$ cat src/rtl/hexdisp_pkg.sv
package hexdisp_pkg;

    localparam int NIB_W   = 4;
    localparam int GROUP_W = 8;

    typedef enum logic [1:0] {
        PH_IDLE  = 2'd0,
        PH_SETUP = 2'd1,
        PH_PULSE = 2'd2,
        PH_HOLD  = 2'd3
    } phase_e;

    function automatic int max3(input int a, input int b, input int c);
        int m;
        m = (a > b) ? a : b;
        return (m > c) ? m : c;
    endfunction

endpackage

$ cat src/rtl/hexdisp_track.sv
module hexdisp_track
    import hexdisp_pkg::*;
#(
    parameter int SNAP_W = 24
) (
    input  logic              clk,
    input  logic              rst,
    input  logic [SNAP_W-1:0] live,
    input  logic              busy,
    output logic [SNAP_W-1:0] snap,
    output logic              start
);

    logic [SNAP_W-1:0] shipped;
    logic              force_pass;
    logic              differs;

    assign differs = (live != shipped);
    assign start   = !busy && (differs || force_pass);
    assign snap    = shipped;

    always_ff @(posedge clk) begin
        if (rst) begin
            shipped    <= '0;
            force_pass <= 1'b1;
        end else if (start) begin
            shipped    <= live;
            force_pass <= 1'b0;
        end
    end

    // snapshot frozen while a pass runs
    p_snap_frozen_r6: assert property (@(posedge clk) disable iff (rst)
        busy && $past(busy) |-> $stable(shipped));

    // a start request is picked up by the sequencer
    p_start_runs_r2: assert property (@(posedge clk) disable iff (rst)
        start |=> busy);

endmodule

$ cat src/rtl/hexdisp_stepper.sv
module hexdisp_stepper
    import hexdisp_pkg::*;
#(
    parameter int SNAP_W     = 24,
    parameter int SETUP_CLKS = 2,
    parameter int PULSE_CLKS = 3,
    parameter int HOLD_CLKS  = 1
) (
    input  logic                     clk,
    input  logic                     rst,
    input  logic                     start,
    input  logic [SNAP_W-1:0]        snap,
    output logic                     busy,
    output logic [NIB_W-1:0]         nib_out,
    output logic [SNAP_W/NIB_W-1:0]  strobe
);

    localparam int NDIG   = SNAP_W / NIB_W;
    localparam int DIG_W  = (NDIG > 1) ? $clog2(NDIG) : 1;
    localparam int MAXLEN = max3(SETUP_CLKS, PULSE_CLKS, HOLD_CLKS);
    localparam int CNT_W  = (MAXLEN > 1) ? $clog2(MAXLEN) : 1;

    typedef struct packed {
        phase_e           ph;
        logic [DIG_W-1:0] dig;
        logic [CNT_W-1:0] cnt;
    } seq_t;

    seq_t cur, nxt;
    logic [CNT_W-1:0] lim;
    logic             at_end;
    logic [NIB_W-1:0] nibs [NDIG];
    logic [NIB_W-1:0] nib_sel;

    // nibble k counted from the most significant end of the snapshot
    for (genvar k = 0; k < NDIG; k++) begin : g_nib
        assign nibs[k] = snap[SNAP_W-1-NIB_W*k -: NIB_W];
    end

    always_comb begin
        case (cur.ph)
            PH_SETUP: lim = CNT_W'(SETUP_CLKS - 1);
            PH_PULSE: lim = CNT_W'(PULSE_CLKS - 1);
            PH_HOLD:  lim = CNT_W'(HOLD_CLKS - 1);
            default:  lim = '0;
        endcase
    end

    assign at_end = (cur.cnt == lim);

    always_comb begin
        nxt = cur;
        case (cur.ph)
            PH_IDLE: begin
                if (start) begin
                    nxt.ph  = PH_SETUP;
                    nxt.dig = '0;
                    nxt.cnt = '0;
                end
            end
            PH_SETUP: begin
                if (at_end) begin
                    nxt.ph  = PH_PULSE;
                    nxt.cnt = '0;
                end else begin
                    nxt.cnt = cur.cnt + 1'b1;
                end
            end
            PH_PULSE: begin
                if (at_end) begin
                    nxt.ph  = PH_HOLD;
                    nxt.cnt = '0;
                end else begin
                    nxt.cnt = cur.cnt + 1'b1;
                end
            end
            PH_HOLD: begin
                if (at_end) begin
                    nxt.cnt = '0;
                    if (cur.dig == DIG_W'(NDIG - 1)) begin
                        nxt.ph  = PH_IDLE;
                        nxt.dig = '0;
                    end else begin
                        nxt.ph  = PH_SETUP;
                        nxt.dig = cur.dig + 1'b1;
                    end
                end else begin
                    nxt.cnt = cur.cnt + 1'b1;
                end
            end
            default: nxt.ph = PH_IDLE;
        endcase
    end

    always_ff @(posedge clk) begin
        if (rst) begin
            cur.ph  <= PH_IDLE;
            cur.dig <= '0;
            cur.cnt <= '0;
        end else begin
            cur <= nxt;
        end
    end

    always_comb begin
        nib_sel = '0;
        if (int'(cur.dig) < NDIG) nib_sel = nibs[cur.dig];
    end

    assign busy    = (cur.ph != PH_IDLE);
    assign nib_out = busy ? nib_sel : '0;

    for (genvar k = 0; k < NDIG; k++) begin : g_strobe
        assign strobe[k] = (cur.ph == PH_PULSE) && (cur.dig == DIG_W'(k));
    end

    // single strobe at a time
    p_one_strobe_r3: assert property (@(posedge clk) disable iff (rst)
        $onehot0(strobe));

    // strobes only inside a pass
    p_strobe_in_pass_r3: assert property (@(posedge clk) disable iff (rst)
        (strobe != '0) |-> busy);

    // nibble steady across the strobe and its preceding cycle
    p_nib_held_r4: assert property (@(posedge clk) disable iff (rst)
        (strobe != '0) |-> $stable(nib_out));

    // digits visited in ascending order
    p_digit_step_r5: assert property (@(posedge clk) disable iff (rst)
        (cur.dig != $past(cur.dig)) |->
            (cur.dig == $past(cur.dig) + 1'b1) || (cur.dig == '0));

endmodule

$ cat src/rtl/hexdisp_blank.sv
module hexdisp_blank #(
    parameter int GROUPS = 3
) (
    input  logic              clk,
    input  logic              rst,
    input  logic [GROUPS-1:0] req,
    output logic [GROUPS-1:0] blank
);

    for (genvar g = 0; g < GROUPS; g++) begin : g_grp
        always_ff @(posedge clk) begin
            if (rst) blank[g] <= 1'b0;
            else     blank[g] <= req[g];
        end
    end

    // an output edge needs a request edge one cycle earlier
    p_blank_cause_r9: assert property (@(posedge clk) disable iff (rst)
        !$past(rst) && !$past(rst, 2) && !$stable(blank) |->
            $past(req) != $past(req, 2));

endmodule

$ cat src/rtl/hexdisp_updater.sv
module hexdisp_updater
    import hexdisp_pkg::*;
#(
    parameter int ADDR_W     = 16,
    parameter int DATA_W     = 8,
    parameter int SETUP_CLKS = 2,
    parameter int PULSE_CLKS = 3,
    parameter int HOLD_CLKS  = 1
) (
    input  logic                                 clk,
    input  logic                                 rst,
    input  logic [ADDR_W-1:0]                    addr_in,
    input  logic [DATA_W-1:0]                    data_in,
    input  logic [(ADDR_W+DATA_W)/GROUP_W-1:0]   blank_req,
    output logic [NIB_W-1:0]                     nib_out,
    output logic [(ADDR_W+DATA_W)/NIB_W-1:0]     strobe,
    output logic [(ADDR_W+DATA_W)/GROUP_W-1:0]   blank,
    output logic                                 busy
);

    localparam int SNAP_W = ADDR_W + DATA_W;
    localparam int NGRP   = SNAP_W / GROUP_W;

    logic [SNAP_W-1:0] live;
    logic [SNAP_W-1:0] snap;
    logic              start;

    assign live = {addr_in, data_in};

    hexdisp_track #(
        .SNAP_W (SNAP_W)
    ) u_track (
        .clk   (clk),
        .rst   (rst),
        .live  (live),
        .busy  (busy),
        .snap  (snap),
        .start (start)
    );

    hexdisp_stepper #(
        .SNAP_W     (SNAP_W),
        .SETUP_CLKS (SETUP_CLKS),
        .PULSE_CLKS (PULSE_CLKS),
        .HOLD_CLKS  (HOLD_CLKS)
    ) u_step (
        .clk     (clk),
        .rst     (rst),
        .start   (start),
        .snap    (snap),
        .busy    (busy),
        .nib_out (nib_out),
        .strobe  (strobe)
    );

    hexdisp_blank #(
        .GROUPS (NGRP)
    ) u_blank (
        .clk   (clk),
        .rst   (rst),
        .req   (blank_req),
        .blank (blank)
    );

endmodule

$ cat config.mk
export PLATFORM = sky130hd
export DESIGN_NAME = hexdisp_updater
export DESIGN_NICKNAME = d
export VERILOG_FILES = /design/src/rtl/hexdisp_pkg.sv /design/src/rtl/hexdisp_track.sv /design/src/rtl/hexdisp_stepper.sv /design/src/rtl/hexdisp_blank.sv /design/src/rtl/hexdisp_updater.sv
export SDC_FILE = /design/constraint.sdc
export NUM_CORES = 1
export LEC_CHECK = 0
export ABC_AREA = 1
export ABC_CLOCK_PERIOD_IN_PS = 1800
export BUFFER_PORTS_ARGS = -buffer_cell sky130_fd_sc_hd__buf_4
export CAP_MARGIN = 25
export CORE_ASPECT_RATIO = 0.9
export CORE_UTILIZATION = 54
export CTS_CLUSTER_SIZE = 16
export DETAILED_ROUTE_END_ITERATION = 10
export GPL_ROUTABILITY_DRIVEN = 0
export HOLD_SLACK_MARGIN = 0.06
export PLACE_DENSITY = 0.78
export SYNTH_ARGS = -nofsm -noshare
export SYNTH_HDL_FRONTEND = slang
export SYNTH_SLANG_ARGS = --single-unit
export TNS_END_PERCENT = 100
$ cat constraint.sdc
create_clock -name clk -period 1.8 [get_ports clk]
set_input_delay 0.18 -clock clk [delete_from_list [all_inputs] [get_ports clk]]
set_output_delay 0.18 -clock clk [all_outputs]
set_load 0.03 [all_outputs]
---- Word level (Yosys, flattened, before mapping) ----
Index checks and enable logic that the tools add are counted.
word-level totals
  memory bits (writable) .................. 0
  latch bits .............................. 0
  logic and storage cells ................. 58
  bits in registers ....................... 35
  output and inout bits ................... 14
  bits of input ports ..................... 29
  memories ................................ 0
  ROM bits ................................ 0
operators by class
  shift-type cells ........................ 0
  div/mod/pow operators ................... 0
  bitwise logic cells ..................... 1
  multipliers ............................. 0
  multiplexer cells ....................... 15
  reductions and logical operators ........ 16
  add/sub/neg operators ................... 2
  order comparisons ....................... 2
  eq/ne operators ......................... 14
operators by type and width
  operator             number
  $ne 24x24->1         1
  $mux 4               5
  $bmux 4 s3           1
  $pmux 2 s2           2
  $pmux 2 s4           1
  $logic_and 1x1->1    7
  $mux 7               1
  $eq 3x2->1 const B   2
  $eq 3x3->1 const B   2
  $mux 2               3
  $ne 2x1->1 const B   3
  $pmux 3 s2           1
  $mux 5               1
  $eq 2x2->1 const B   2
  $ge 4x4->1 const B   1
  $not 3->4            1
  $reduce_and 4->1     1
  $reduce_bool 2->1    2
  $add 3x1->3 const B  1
  $eq 3x1->1 const B   1
  $logic_not 3->1      1
  $lt 3x3->1 const B   1
  $reduce_and 3->1     1
  $reduce_or 3->1      1
  other kinds (7)      7

---- Depth between registers and ports, before layout ----
Gate-level depths: netlist (run 1).
  depth in word-level cells ............... 6
  mapped depth ............................ 12
  depth with buffers taken out ............ 11

---- By module ----
A second synthesis (run 1) with hierarchy kept.
unflattened totals
  cells, all modules ...................... 374
  area total of the unflattened synthesis .. 2273.4 um^2
modules (own cells, without submodules)
  module           cells an instance  instances  seq. area each (um^2)  area an instance (um^2)
  hexdisp_track    246                1          500.5                  1458.9
  hexdisp_stepper  119                1          140.1                  732.0
  hexdisp_blank    9                  1          60.1                   82.6

---- Worst setup path before layout (run 1) ----
Ideal clock, no wire load.
  path type ............................... register -> register
  start point ............................. reg u_step.cur[5] in the netlist's numbering
  end point ............................... reg u_step.cur[2] in the netlist's numbering
  arrival ................................. 1.542 ns
  library setup time ...................... 0.117 ns
  cell stages (with the launch flop) ...... 10
  path buffers ............................ 0
  data required time ...................... 1.683 ns
  path slack .............................. 0.141 ns
  period minus slack after synthesis ...... 1.659 ns
  cells stage by stage .................... dfxtp_1 -> inv_1 -> ha_1 -> or2_2 -> a22oi_2 -> nor2_1 -> a21oi_2 -> nand2_2 -> nand2_1 -> a21oi_1
between the ends
  cells in the longest elaborated chain, start to end .. 5
  elaborated cells between the ends (all ways) .. 14
  classes of those cells .................. 6 x eq/ne; 2 x mux; 6 x reduce/logical
ends and longest elaborated chain
  what                                                              RTL line                                    text
  start: declaration                                                hexdisp_stepper.sv:29                       seq_t cur, nxt;
  start signal: assignment                                          hexdisp_stepper.sv:101                      cur <= nxt;
  $eq 2x2->1 (tied with other cells)                                hexdisp_stepper.sv:41                       case (cur.ph)
  $pmux 2 s2 / $logic_not 1->1 (equally long branches)              hexdisp_stepper.sv:41, hexdisp_track.sv:19
  $eq 2x2->1 / $logic_and 1x1->1 (equally long branches)            hexdisp_stepper.sv:49, hexdisp_track.sv:19
  $ne 2x1->1 (no source line) / $ne 2x2->1 (equally long branches)  --
  $reduce_and 3->1 (no source line)                                 --
Parallel ways exist; a longest one is shown, timed or not.
A chain may end at the register's enable or synchronous reset.

---- Final worst setup path (run 1) ----
  start point ............................. reg u_step.cur[3] in the netlist's numbering
  end point ............................... out nib_out[1]
between the ends
  cells in the longest elaborated chain, start to end .. 6
  elaborated cells between the ends (all ways) .. 7
  classes of those cells .................. 1 x order compare; 5 x mux; 1 x bitwise
ends and longest elaborated chain
  what                                       RTL line                text
  $not 3->4 (not written as such)            hexdisp_stepper.sv:107  if (int'(cur.dig) < NDIG) nib_sel = nibs[cur.dig];
  $bmux 4 s3                                 hexdisp_stepper.sv:107
  $mux 4 (not written as such) (2 in a row)  hexdisp_stepper.sv:107
  $mux 4 (*)                                 hexdisp_stepper.sv:107
  $mux 4 (*)                                 hexdisp_stepper.sv:111  assign nib_out = busy ? nib_sel : '0;
  end: declaration                           hexdisp_updater.sv:15   output logic [NIB_W-1:0] nib_out,
Every way passes the cells marked *; elsewhere a longest branch is shown, timed or not. The select of a mux whose other input is x is not followed.

==> results of run 1 <==
## stage by stage
stage / instance area (µm²) / utilization
floorplan: 2082 / -
global route: 2831 / 0.7643
global placement: 2456 / 0.6630
CTS: 2636 / 0.7116
detailed placement: 2456 / 0.6630
finish: 2831 / 0.7643
## cell usage after synthesis
cell / number / area, µm²
clkbuf_1: 4 / 15.01
o21bai_1: 1 / 7.510
dfxtp_1: 35 / 700.7
a221oi_1: 2 / 17.52
a21oi_1: 23 / 115.1
a21oi_2: 1 / 8.760
nand3_1: 7 / 35.03
o221ai_1: 2 / 17.52
inv_2: 3 / 11.26
xnor2_1: 3 / 26.28
o21ai_0: 27 / 135.1
o21ai_1: 3 / 15.01
nor2_2: 2 / 12.51
o21a_1: 1 / 7.510
ha_1: 6 / 75.07
nand3_2: 1 / 10.01
buf_4: 1 / 7.510
or2_2: 3 / 18.77
a22oi_2: 1 / 12.51
o22ai_1: 2 / 12.51
a22oi_1: 6 / 45.04
nand2_2: 2 / 12.51
nor2_1: 71 / 266.5
nand2_1: 66 / 247.7
buf_6: 3 / 33.78
nand4_2: 1 / 12.51
inv_1: 54 / 202.7
## logic make-up after synthesis
family | after synthesis
DFF | 35
adders and majority gates | 6
and+or+nand+nor | 153
xor gates and xnor gates | 3
AOI/OAI and AO/OA | 69
buffers and inverters | 65
## state kept, by name (all words and copies together) (netlist names)
signal              count
u_track.snap           24
u_step.cur              7
u_blank.blank           3
u_track.force_pass      1
## final timing paths
| check | startpoint | end |
|---|---|---|
| max | u_step.cur[3] | nib_out[1] |
| min | blank_req[2] | u_blank.blank[2] |
| max reg2reg | u_step.cur[5] | u_step.cur[5] |
| min reg2reg | u_track.force_pass | u_track.force_pass |
## power groups by stage
| stage | registers, W | logic (W) | clock network, W |
|---|---|---|---|
| after global routing | 0.00128 | 0.00207 | 0.000895 |
| final | 0.00125 | 0.00186 | 0.000861 |
| after detailed placement | 0.00122 | 0.00162 | 0 |
| after floorplan | 0.00118 | 0.00123 | 0 |
| after CTS | 0.00121 | 0.00165 | 0.000860 |
| after global placement | 0.00121 | 0.00159 | 0 |
## area by class of cell
type / count / area (µm²)
Fill cell: 292 / 873.3
Sequential cell: 35 / 710.7
Multi-Input combinational cell: 231 / 1262
Inverter: 57 / 216.5
Timing Repair Buffer: 58 / 447.9
Clock buffer: 5 / 68.82
Tap cell: 46 / 57.56
Clock inverter: 3 / 67.56
## cells in the final DEF (no fill, tap or decap), types with 4 or more instances in the layout
| master | Yosys | final |
|---|---|---|
| nand2_1 | 66 | 64 |
| nor2_1 | 71 | 62 |
| buf_4 | 1 | 57 |
| inv_1 | 54 | 46 |
| dfxtp_1 | 35 | 31 |
| o21ai_0 | 27 | 27 |
| a21oi_1 | 23 | 19 |
| inv_2 | 3 | 10 |
| a22oi_2 | 1 | 7 |
| nand3_1 | 7 | 7 |
| nor2_2 | 2 | 6 |
| nor2_4 | 0 | 5 |
| a21oi_2 | 1 | 5 |
| clkbuf_8 | 0 | 5 |
| nand2_2 | 2 | 4 |
| ha_1 | 6 | 4 |
## worst register-to-register path: cells and delay by family (launching register included)
kind                     cells  cell delay (ns)
adder cells (fa/ha/maj)      1             0.19
flip-flops                   1             0.37
AO/OA/AOI/OAI                2             0.45
buffers and inverters        1             0.08
AND/OR/NAND/NOR              5             0.61
## layer usage
| metal | GRT usage | routed length, µm |
|---|---|---|
| met4 | 0.1003 | 95 |
| met5 | 0 | 0 |
| met1 | 0.3470 | 2460 |
| met3 | 0.04511 | 348 |
| met2 | 0.4829 | 2970 |
## repair_timing
action	4_1_cts	5_1_grt
gates cloned	0	0
buffers inserted	1	9
gates resized for setup	13	38
pin swaps	2	9
endpoints found under the setup margin	5	14
==> out/metrics.yaml, run 1 <==
global_routing:
  grt_overflow: 0
  grt_max_degree: 27
  grt_pass1_vias: 1931
  grt_pass1_wl_mm: 8.362
  grtUsageTotal: 0.2777
  grt_antenna_before_repair: 0
yosys:
  synth_compound_area_frac: 0.1893
  yosys_warnings: 0
  synth-seq-cells: 35
  synth_fa_ha_area_frac: 0.03606
  syn_area_mm2: 0.002082
  synth_xor_area_frac: 0.01262
  synth_fp_nets: 366
  ys_types: 27
  synthSimpleGateAreaFrac: 0.2957
  synth_top_family_by_area: "simple AND/OR/NAND/NOR gates"
  muxShareOfSynthArea: 0
  seq_area_frac_synth: 0.3365
  synthCells: 331
  avgSynthCellArea_um2: 6.290
clocking:
  cts_root_buf: "clkbuf_8"
  htreeDepth: 2
  cts.clk_slew.worst_paths_ns: 0.08
  clock_sinks: 35
  clk_latency_ns: 0.29
  cts_buffers: 5
  cts_hold_buf: 0
  cts_tree: "built"
  clockBufferDepth: 2
placed_design:
  portBuffers: 42
  hpwl_mm: 3.820
  pre_cts_slack_ns: 0.05714
  dp.cells: 417
power_and_ir_drop:
  seq_power_share: 0.315
  swShare: 0.4171
  peakVddDrop_mv: 0.8629
  intPower_w: 0.002314
  clkPwrFrac: 0.217
  combPwrFrac: 0.468
  total_power_w: 0.003969
  p_leak_nw: 1.390
  power.switching_w: 0.001656
  p_per_area_mw_per_mm2: 1402
critical_path:
  regToRegSetupSlack_ns: 0.04
  crit_family: "flip-flops"
  slowest_delay_ns: 0.38
  crit_fanout: 5
  crit_buf_inv: 3
  crit_path_end_kind: "output port"
  worstPathRequired_ns: 1.62
  cp_num_cells: 8
  cp-start-kind: "flip-flop"
  crit_type: "flip-flop to output port"
  critical-path-slowest-cell: "dfxtp_4"
  rr_worst_depth: 9
  path_cells: "nor2_4 > inv_1 > nor2_4 > inv_1 > o22ai_2 > a21oi_2 > nor2_1 > buf_4"
  crit_arrival_ns: 1.67
cells_and_area:
  nets: 423
  instances_no_fill: 435
  syn2layout_area_growth_pct: 36.00
  drive_gt1_frac: 0.3136
  num_antenna_cells: 0
floorplan:
  die_y_um: 60.91
  pin_count: 43
  die_area_mm2: 0.004108
  placementRows: 21
  core_area_mm2: 0.003705
  die_x_um: 67.45
  initial_core_util: 0.5620
outcome:
  violations: "setup timing"
  outcome: "complete, but fails checks"
routing:
  dr.pass1.iters: 5
  wl_mm: 5.875
  avgRoutedWirePerCell_um: 13.51
  via_per_inst: 5.209
  dr_total_vias: 2266
  ant_nets: 0
  drc: 0
  drt-initial-drc-count: 158
timing:
  setup_violations: 2
  hold_ws_ns: 0.08676
  rsz0062_at_grt: "true"
  clock.fmax_ghz: 0.5418
  final.period_utilization: 1.025
  finalHoldViolCount: 0
  skew_ns: 0.005934
  worst-slew-pin-transition_ns: 0.3159
  report.final.slew_viol_count: 0
  max_slew_margin: 0.7889
  period_minus_slack_ns: 1.846
  worst_slack_ns: -0.04560
  setup_tns_ns: -0.07687
flow_run:
  maxCapViolations: 0
worst_hold_path:
  min_path_cells: 3
  hold_path.class: "input port to flip-flop"
Power figures use the tool's default switching activity.
==> inputs of run 2 (changes only) <==
--- a/config.mk
+++ b/config.mk
@@ -19,4 +19,4 @@
 export SYNTH_ARGS = -nofsm -noshare
 export SYNTH_HDL_FRONTEND = slang
 export SYNTH_SLANG_ARGS = --single-unit
-export TNS_END_PERCENT = 100
+export TNS_END_PERCENT = 30
==> run 2 against run 1 <==
The flow still finishes with violations (setup timing). Via count about the same. Sequential power about the same. Die area stayed put. Cell count did not move. Sequential share of layout area up 0.078 points. Power decreased by 0.57%. Final area decreased by 0.31%. Sequential cell count is the same. Non-clock buffer count unchanged. Clock skew is 0.0022 ns lower. Core utilization shrank 0.24 points. Critical endpoint unchanged. Largest power group unchanged.
==> out/metrics.yaml, run 2 (synthesis gave the netlist of run 1 again) <==
outcome:
  outcome: "complete, but fails checks"
  violations: "setup timing"
timing:
  clock.fmax_ghz: 0.5388  # -0.57%
  max_slew_margin: 0.7873  # -0.001617
  finalHoldViolCount: 0  # unchanged
  skew_ns: 0.003775  # -0.002159 ns
  period_minus_slack_ns: 1.856  # +0.01052 ns
  rsz0062_at_grt: "true"
  hold_ws_ns: 0.08699  # +0.0002327 ns
  final.period_utilization: 1.031  # +0.005846
  worst_slack_ns: -0.05612  # -0.01052 ns
  worst-slew-pin-transition_ns: 0.3183  # +0.002419 ns
  report.final.slew_viol_count: 0  # unchanged
  setup_violations: 2  # unchanged
placed_design:
  dpl-instance-area_mm2: 0.002456  # unchanged
  pre_cts_slack_ns: 0.05714  # unchanged
  hpwl_mm: 3.820  # unchanged
  portBuffers: 42  # unchanged
  dp.cells: 417  # unchanged
critical_path:
  crit_arrival_ns: 1.68  # about the same
  cp-start-kind: "flip-flop"
  r2r-start: "u_step.cur[5]"
  crit_fanout: 5  # unchanged
  worstPathRequired_ns: 1.62  # about the same
  regToRegSetupSlack_ns: 0.04  # about the same
  rr_worst_depth: 9  # unchanged
  crit_type: "flip-flop to output port"
  crit_path_end_kind: "output port"
  r2r-end: "u_step.cur[2]"
floorplan:
  pin_count: 43  # unchanged
  placementRows: 21  # unchanged
  die_area_mm2: 0.004108  # unchanged
  die_y_um: 60.91  # unchanged
  die_x_um: 67.45  # unchanged
  initial_core_util: 0.5620  # unchanged
  core_area_mm2: 0.003705  # unchanged
power_and_ir_drop:
  total_power_w: 0.003947  # -0.57%
  clkPwrFrac: 0.217  # about the same
  p_leak_nw: 1.392  # +0.12%
  seq_power_share: 0.317  # +0.002
  power.switching_w: 0.001639  # -1.0%
  swShare: 0.4152  # -0.001876
  p_per_area_mw_per_mm2: 1398  # -0.26%
  combPwrFrac: 0.466  # -0.002
  intPower_w: 0.002308  # -0.25%
  peakVddDrop_mv: 0.8613  # -0.19%
clocking:
  clockBufferDepth: 2  # unchanged
  cts.clk_slew.worst_paths_ns: 0.08  # about the same
  clock_sinks: 35  # unchanged
  cts_hold_buf: 0  # unchanged
  htreeDepth: 2  # unchanged
  cts_tree: "built"
  clk_latency_ns: 0.29  # about the same
  cts_buffers: 5  # unchanged
  cts_root_buf: "clkbuf_8"
routing:
  via_per_inst: 5.211  # about the same
  drt-initial-drc-count: 195  # +23%
  dr_total_vias: 2267  # +0.044%
  drc: 0  # unchanged
  dr.pass1.iters: 4  # -1
  wl_mm: 5.825  # -0.85%
  avgRoutedWirePerCell_um: 13.39  # -0.85%
  ant_nets: 0  # unchanged
cells_and_area:
  instances_no_fill: 435  # unchanged
  mostFrequentLayoutCell: "nand2_1"
  stdcell_area_mm2: 0.002823  # -0.31%
  drive_gt1_frac: 0.3059  # -0.007712
  layout_common_cells: "nand2_1 (64), nor2_1 (63), buf_4 (57), inv_1 (46), dfxtp_1 (31)"
  fillCellCount: 290  # -0.68%
  syn2layout_area_growth_pct: 35.58
  nets: 423  # unchanged
  largest_register_ffs: 24  # unchanged
  num_antenna_cells: 0  # unchanged
worst_hold_path:
  hold_start: "blank_req[2]"
  hold_path.class: "input port to flip-flop"
  hold_end: "u_blank.blank[2]"
  min_path_cells: 3  # unchanged
global_routing:
  grt_pass1_wl_mm: 8.362  # unchanged
  grt_overflow: 0  # unchanged
  grt_antenna_before_repair: 0  # unchanged
  grt_max_degree: 27  # unchanged
  grt_pass1_vias: 1931  # unchanged
  grtUsageTotal: 0.2777  # unchanged
flow_run:
  maxCapViolations: 0  # unchanged
-- run 2: layer usage --
metal	global-route usage	routed length, µm
met5	0	0
met4	0.1003	113
met3	0.04511	321
met2	0.4829	2946
met1	0.3470	2444
-- run 2: worst max-delay path by stage --
stage                  startpoint             to  slack (ns)  cells after the start
floorplan           u_step.cur[5]  u_step.cur[2]        0.14                      9
detailed placement  u_step.cur[5]  u_step.cur[5]        0.06                     10
finish              u_step.cur[3]     nib_out[1]       -0.06                      8
global placement    u_step.cur[5]  u_step.cur[2]        0.11                      9
CTS                 u_step.cur[3]     nib_out[2]       -0.03                      7
global route        u_step.cur[3]     nib_out[1]       -0.11                      8
-- run 2: cell type report --
| class | count | area, µm² | share of cell area |
|---|---|---|---|
| clock buffers | 5 | 68.82 | 0.02438 |
| clock inverters | 3 | 67.56 | 0.02394 |
| inverters | 57 | 216.5 | 0.07668 |
| multi-input cells | 231 | 1254 | 0.4441 |
| flip-flops and latches | 35 | 710.7 | 0.2518 |
| well taps | 46 | 57.56 | 0.02039 |
| repair buffers | 58 | 447.9 | 0.1587 |
-- run 2: through the flow --
stage,utilization,TNS [ns]
global placement,0.6630,0
finish,0.7619,-0.06309
detailed placement,0.6630,0
CTS,0.7116,-0.06461
global route,0.7619,-0.6330
floorplan,-,0
-- run 2: power by group through the flow --
stage / clock (W) / combinational (W) / sequential [W]
detailed placement: 0 / 0.00162 / 0.00122
CTS: 0.000860 / 0.00165 / 0.00121
global placement: 0 / 0.00159 / 0.00121
global route: 0.000895 / 0.00205 / 0.00128
floorplan: 0 / 0.00123 / 0.00118
finish: 0.000858 / 0.00184 / 0.00125
-- run 2: critical path: stages, from the launching register on --
cell	delay [ns]
dfxtp_4	0.38
nor2_4	0.13
inv_1	0.09
nor2_4	0.13
inv_1	0.12
o22ai_2	0.18
a21oi_2	0.05
nor2_1	0.13
buf_4	0.17
-- run 2: timing repair --
item,in CTS,in global routing
setup endpoints to repair,5,14
pin swaps,2,7
gates resized for setup,13,35
buffers inserted,1,9
==> inputs of run 3 (changes only) <==
--- a/config.mk
+++ b/config.mk
@@ -9,13 +9,15 @@
 export ABC_CLOCK_PERIOD_IN_PS = 1800
 export BUFFER_PORTS_ARGS = -buffer_cell sky130_fd_sc_hd__buf_4
 export CAP_MARGIN = 25
+export CELL_PAD_IN_SITES_DETAIL_PLACEMENT = 1
+export CELL_PAD_IN_SITES_GLOBAL_PLACEMENT = 1
 export CORE_ASPECT_RATIO = 0.9
-export CORE_UTILIZATION = 54
+export CORE_UTILIZATION = 37
 export CTS_CLUSTER_SIZE = 16
 export DETAILED_ROUTE_END_ITERATION = 10
 export GPL_ROUTABILITY_DRIVEN = 0
 export HOLD_SLACK_MARGIN = 0.06
-export PLACE_DENSITY = 0.78
+export PLACE_DENSITY = 0.77
 export SYNTH_ARGS = -nofsm -noshare
 export SYNTH_HDL_FRONTEND = slang
 export SYNTH_SLANG_ARGS = --single-unit
==> run 3 against run 2 <==
Sequential share of layout area increased by 0.39 points. Critical endpoint is now nib_out[0]. Die area increased by 44%. Maximum frequency increased by 3.7%. The run now ends clean. Global-route usage decreased by 4.3 points. Critical path type unchanged. Largest power group unchanged.
==> out/metrics.yaml, run 3 (synthesis gave the netlist of run 1 again) <==
critical_path:
  crit_family: "compound AO/OA/AOI/OAI gates"
  crit_arrival_ns: 1.61  # -0.07 ns
  crit_path_end_kind: "output port"
  crit_fanout: 5  # unchanged
  crit_top_cell: "buf_4"
  slowest_delay_ns: 0.37  # about the same
  cp-start-kind: "flip-flop"
  worstPathRequired_ns: 1.62  # about the same
  crit_type: "flip-flop to output port"
  crit_buf_inv: 3  # unchanged
  path_cells: "inv_1 > nor2_2 > buf_4 > a22oi_2 > a21oi_2 > a221oi_2 > nor2_1 > buf_4"
  critical-path-slowest-cell: "dfxtp_4"
global_routing:
  grt_pass1_wl_mm: 10.45  # +25%
  grtUsageTotal: 0.2345  # -0.04319
  grt_max_degree: 26  # -3.7%
  grt_overflow: 0  # unchanged
  grt_antenna_before_repair: 0  # unchanged
  grt_pass1_vias: 2274  # +18%
timing:
  period_minus_slack_ns: 1.791  # -0.06559 ns
  max_slew_margin: 0.7968  # +0.009536
  final.period_utilization: 0.9947  # -0.03644
  finalHoldViolCount: 0  # unchanged
  worst-slew-pin-transition_ns: 0.3040  # -0.01427 ns
  worst_slack_ns: 0.009470  # +0.06559 ns
  skew_ns: 0.003173  # -0.0006021 ns
  setup_violations: 0  # -2
  report.final.slew_viol_count: 0  # unchanged
  clock.fmax_ghz: 0.5585  # +3.7%
  rsz0062_at_grt: "true"
  hold_ws_ns: 0.09662  # +0.009633 ns
worst_hold_path:
  hold_path.class: "input port to flip-flop"
cells_and_area:
  num_antenna_cells: 0  # unchanged
  fillCellCount: 722  # +150%
  nets: 420  # -0.71%
  layout_common_cells: "nand2_1 (65), nor2_1 (63), buf_4 (52), inv_1 (49), o21ai_0 (27)"
  drive_gt1_frac: 0.3005  # -0.005394
  largest_register_ffs: 24  # unchanged
  mostFrequentLayoutCell: "nand2_1"
  syn2layout_area_growth_pct: 34.68
outcome:
  outcome: "finished, final reports clean"
clocking:
  cts_tree: "built"
  cts.clk_slew.worst_paths_ns: 0.07  # about the same
  cts_buffers: 5  # unchanged
  clock_sinks: 35  # unchanged
  cts_hold_buf: 0  # unchanged
  htreeDepth: 2  # unchanged
  clockBufferDepth: 2  # unchanged
  cts_root_buf: "clkbuf_8"
  clk_latency_ns: 0.28  # about the same
routing:
  dr.pass1.iters: 4  # unchanged
  wl_mm: 6.349  # +9.0%
  drt-initial-drc-count: 39  # -80%
  via_per_inst: 4.885  # -6.3%
  dr_total_vias: 2213  # -2.4%
  ant_nets: 0  # unchanged
  drc: 0  # unchanged
  avgRoutedWirePerCell_um: 14.02  # +4.7%
floorplan:
  placementRows: 25  # +19%
  die_area_mm2: 0.005931  # +44%
  die_x_um: 81.07  # +20%
  core_area_mm2: 0.005349  # +44%
  pin_count: 43  # unchanged
  initial_core_util: 0.3892  # -0.1727
  die_y_um: 73.17  # +20%
placed_design:
  portBuffers: 42  # unchanged
  pre_cts_slack_ns: -0.01457  # -0.07170 ns
  hpwl_mm: 4.853  # +27%
power_and_ir_drop:
  p_per_area_mw_per_mm2: 1364  # -2.5%
  p_leak_nw: 1.377  # -1.0%
  peakVddDrop_mv: 0.5896  # -32%
flow_run:
  maxCapViolations: 0  # unchanged
-- run 3: cell count changes in the layout (fill, tap and decap cells not counted), moves of 3 or more --
cell     change
inv_1        +3
dfxtp_2      +5
inv_2        -3
dfxtp_1      -5
buf_4        -5
-- run 3: what timing repair did --
item / CTS / global route
setup endpoints to repair: 5 / 36
pin swaps: 3 / 5
gates resized for setup: 19 / 28
setup buffers: 3 / 2
-- run 3: metrics by stage --
step	instances	utilization	cell area [µm²]	power (W)	TNS, ns
after floorplan	331	-	2082	0.002402	0
after detailed placement	440	0.4692	2510	0.002941	-0.01958
after global placement	440	0.4692	2510	0.002873	-0.07699
after CTS	451	0.5069	2711	0.003744	-0.009662
after global routing	453	0.5242	2804	0.004127	-0.2309
final	453	0.5242	2804	0.003824	0
-- run 3: area by class of cell --
| cell class | count | area, µm² | share of cell area |
|---|---|---|---|
| Sequential cell | 35 | 716.9 | 0.2557 |
| Clock buffer | 6 | 82.58 | 0.02945 |
| Multi-Input combinational cell | 231 | 1227 | 0.4378 |
| Timing Repair Buffer | 55 | 441.7 | 0.1575 |
| Inverter | 57 | 216.5 | 0.07720 |
| Tap cell | 67 | 83.83 | 0.02990 |
| Clock inverter | 2 | 35.03 | 0.01249 |
-- run 3: power by group --
part / internal, W / switching (W)
Clock: 0.000448 / 0.000285
Combinational: 0.000751 / 0.00110
Sequential: 0.00103 / 0.000216
Total: 0.00222 / 0.00160
-- run 3: final timing paths --
kind / from / to / depth (start not counted) / slack [ns]
max: u_step.cur[2] / nib_out[0] / 8 / 0.009
min reg2reg: u_track.force_pass / u_track.force_pass / 2 / 0.47
min: rst / u_step.cur[3] / 2 / 0.1
max reg2reg: u_step.cur[5] / u_step.cur[2] / 9 / 0.09
-- run 3: routing by layer --
layer | track usage | part of all wire
met3 | 0.04375 | 0.033
met5 | 0 | 0
met1 | 0.2939 | 0.47
met2 | 0.4052 | 0.49
met4 | 0.07143 | 0.016
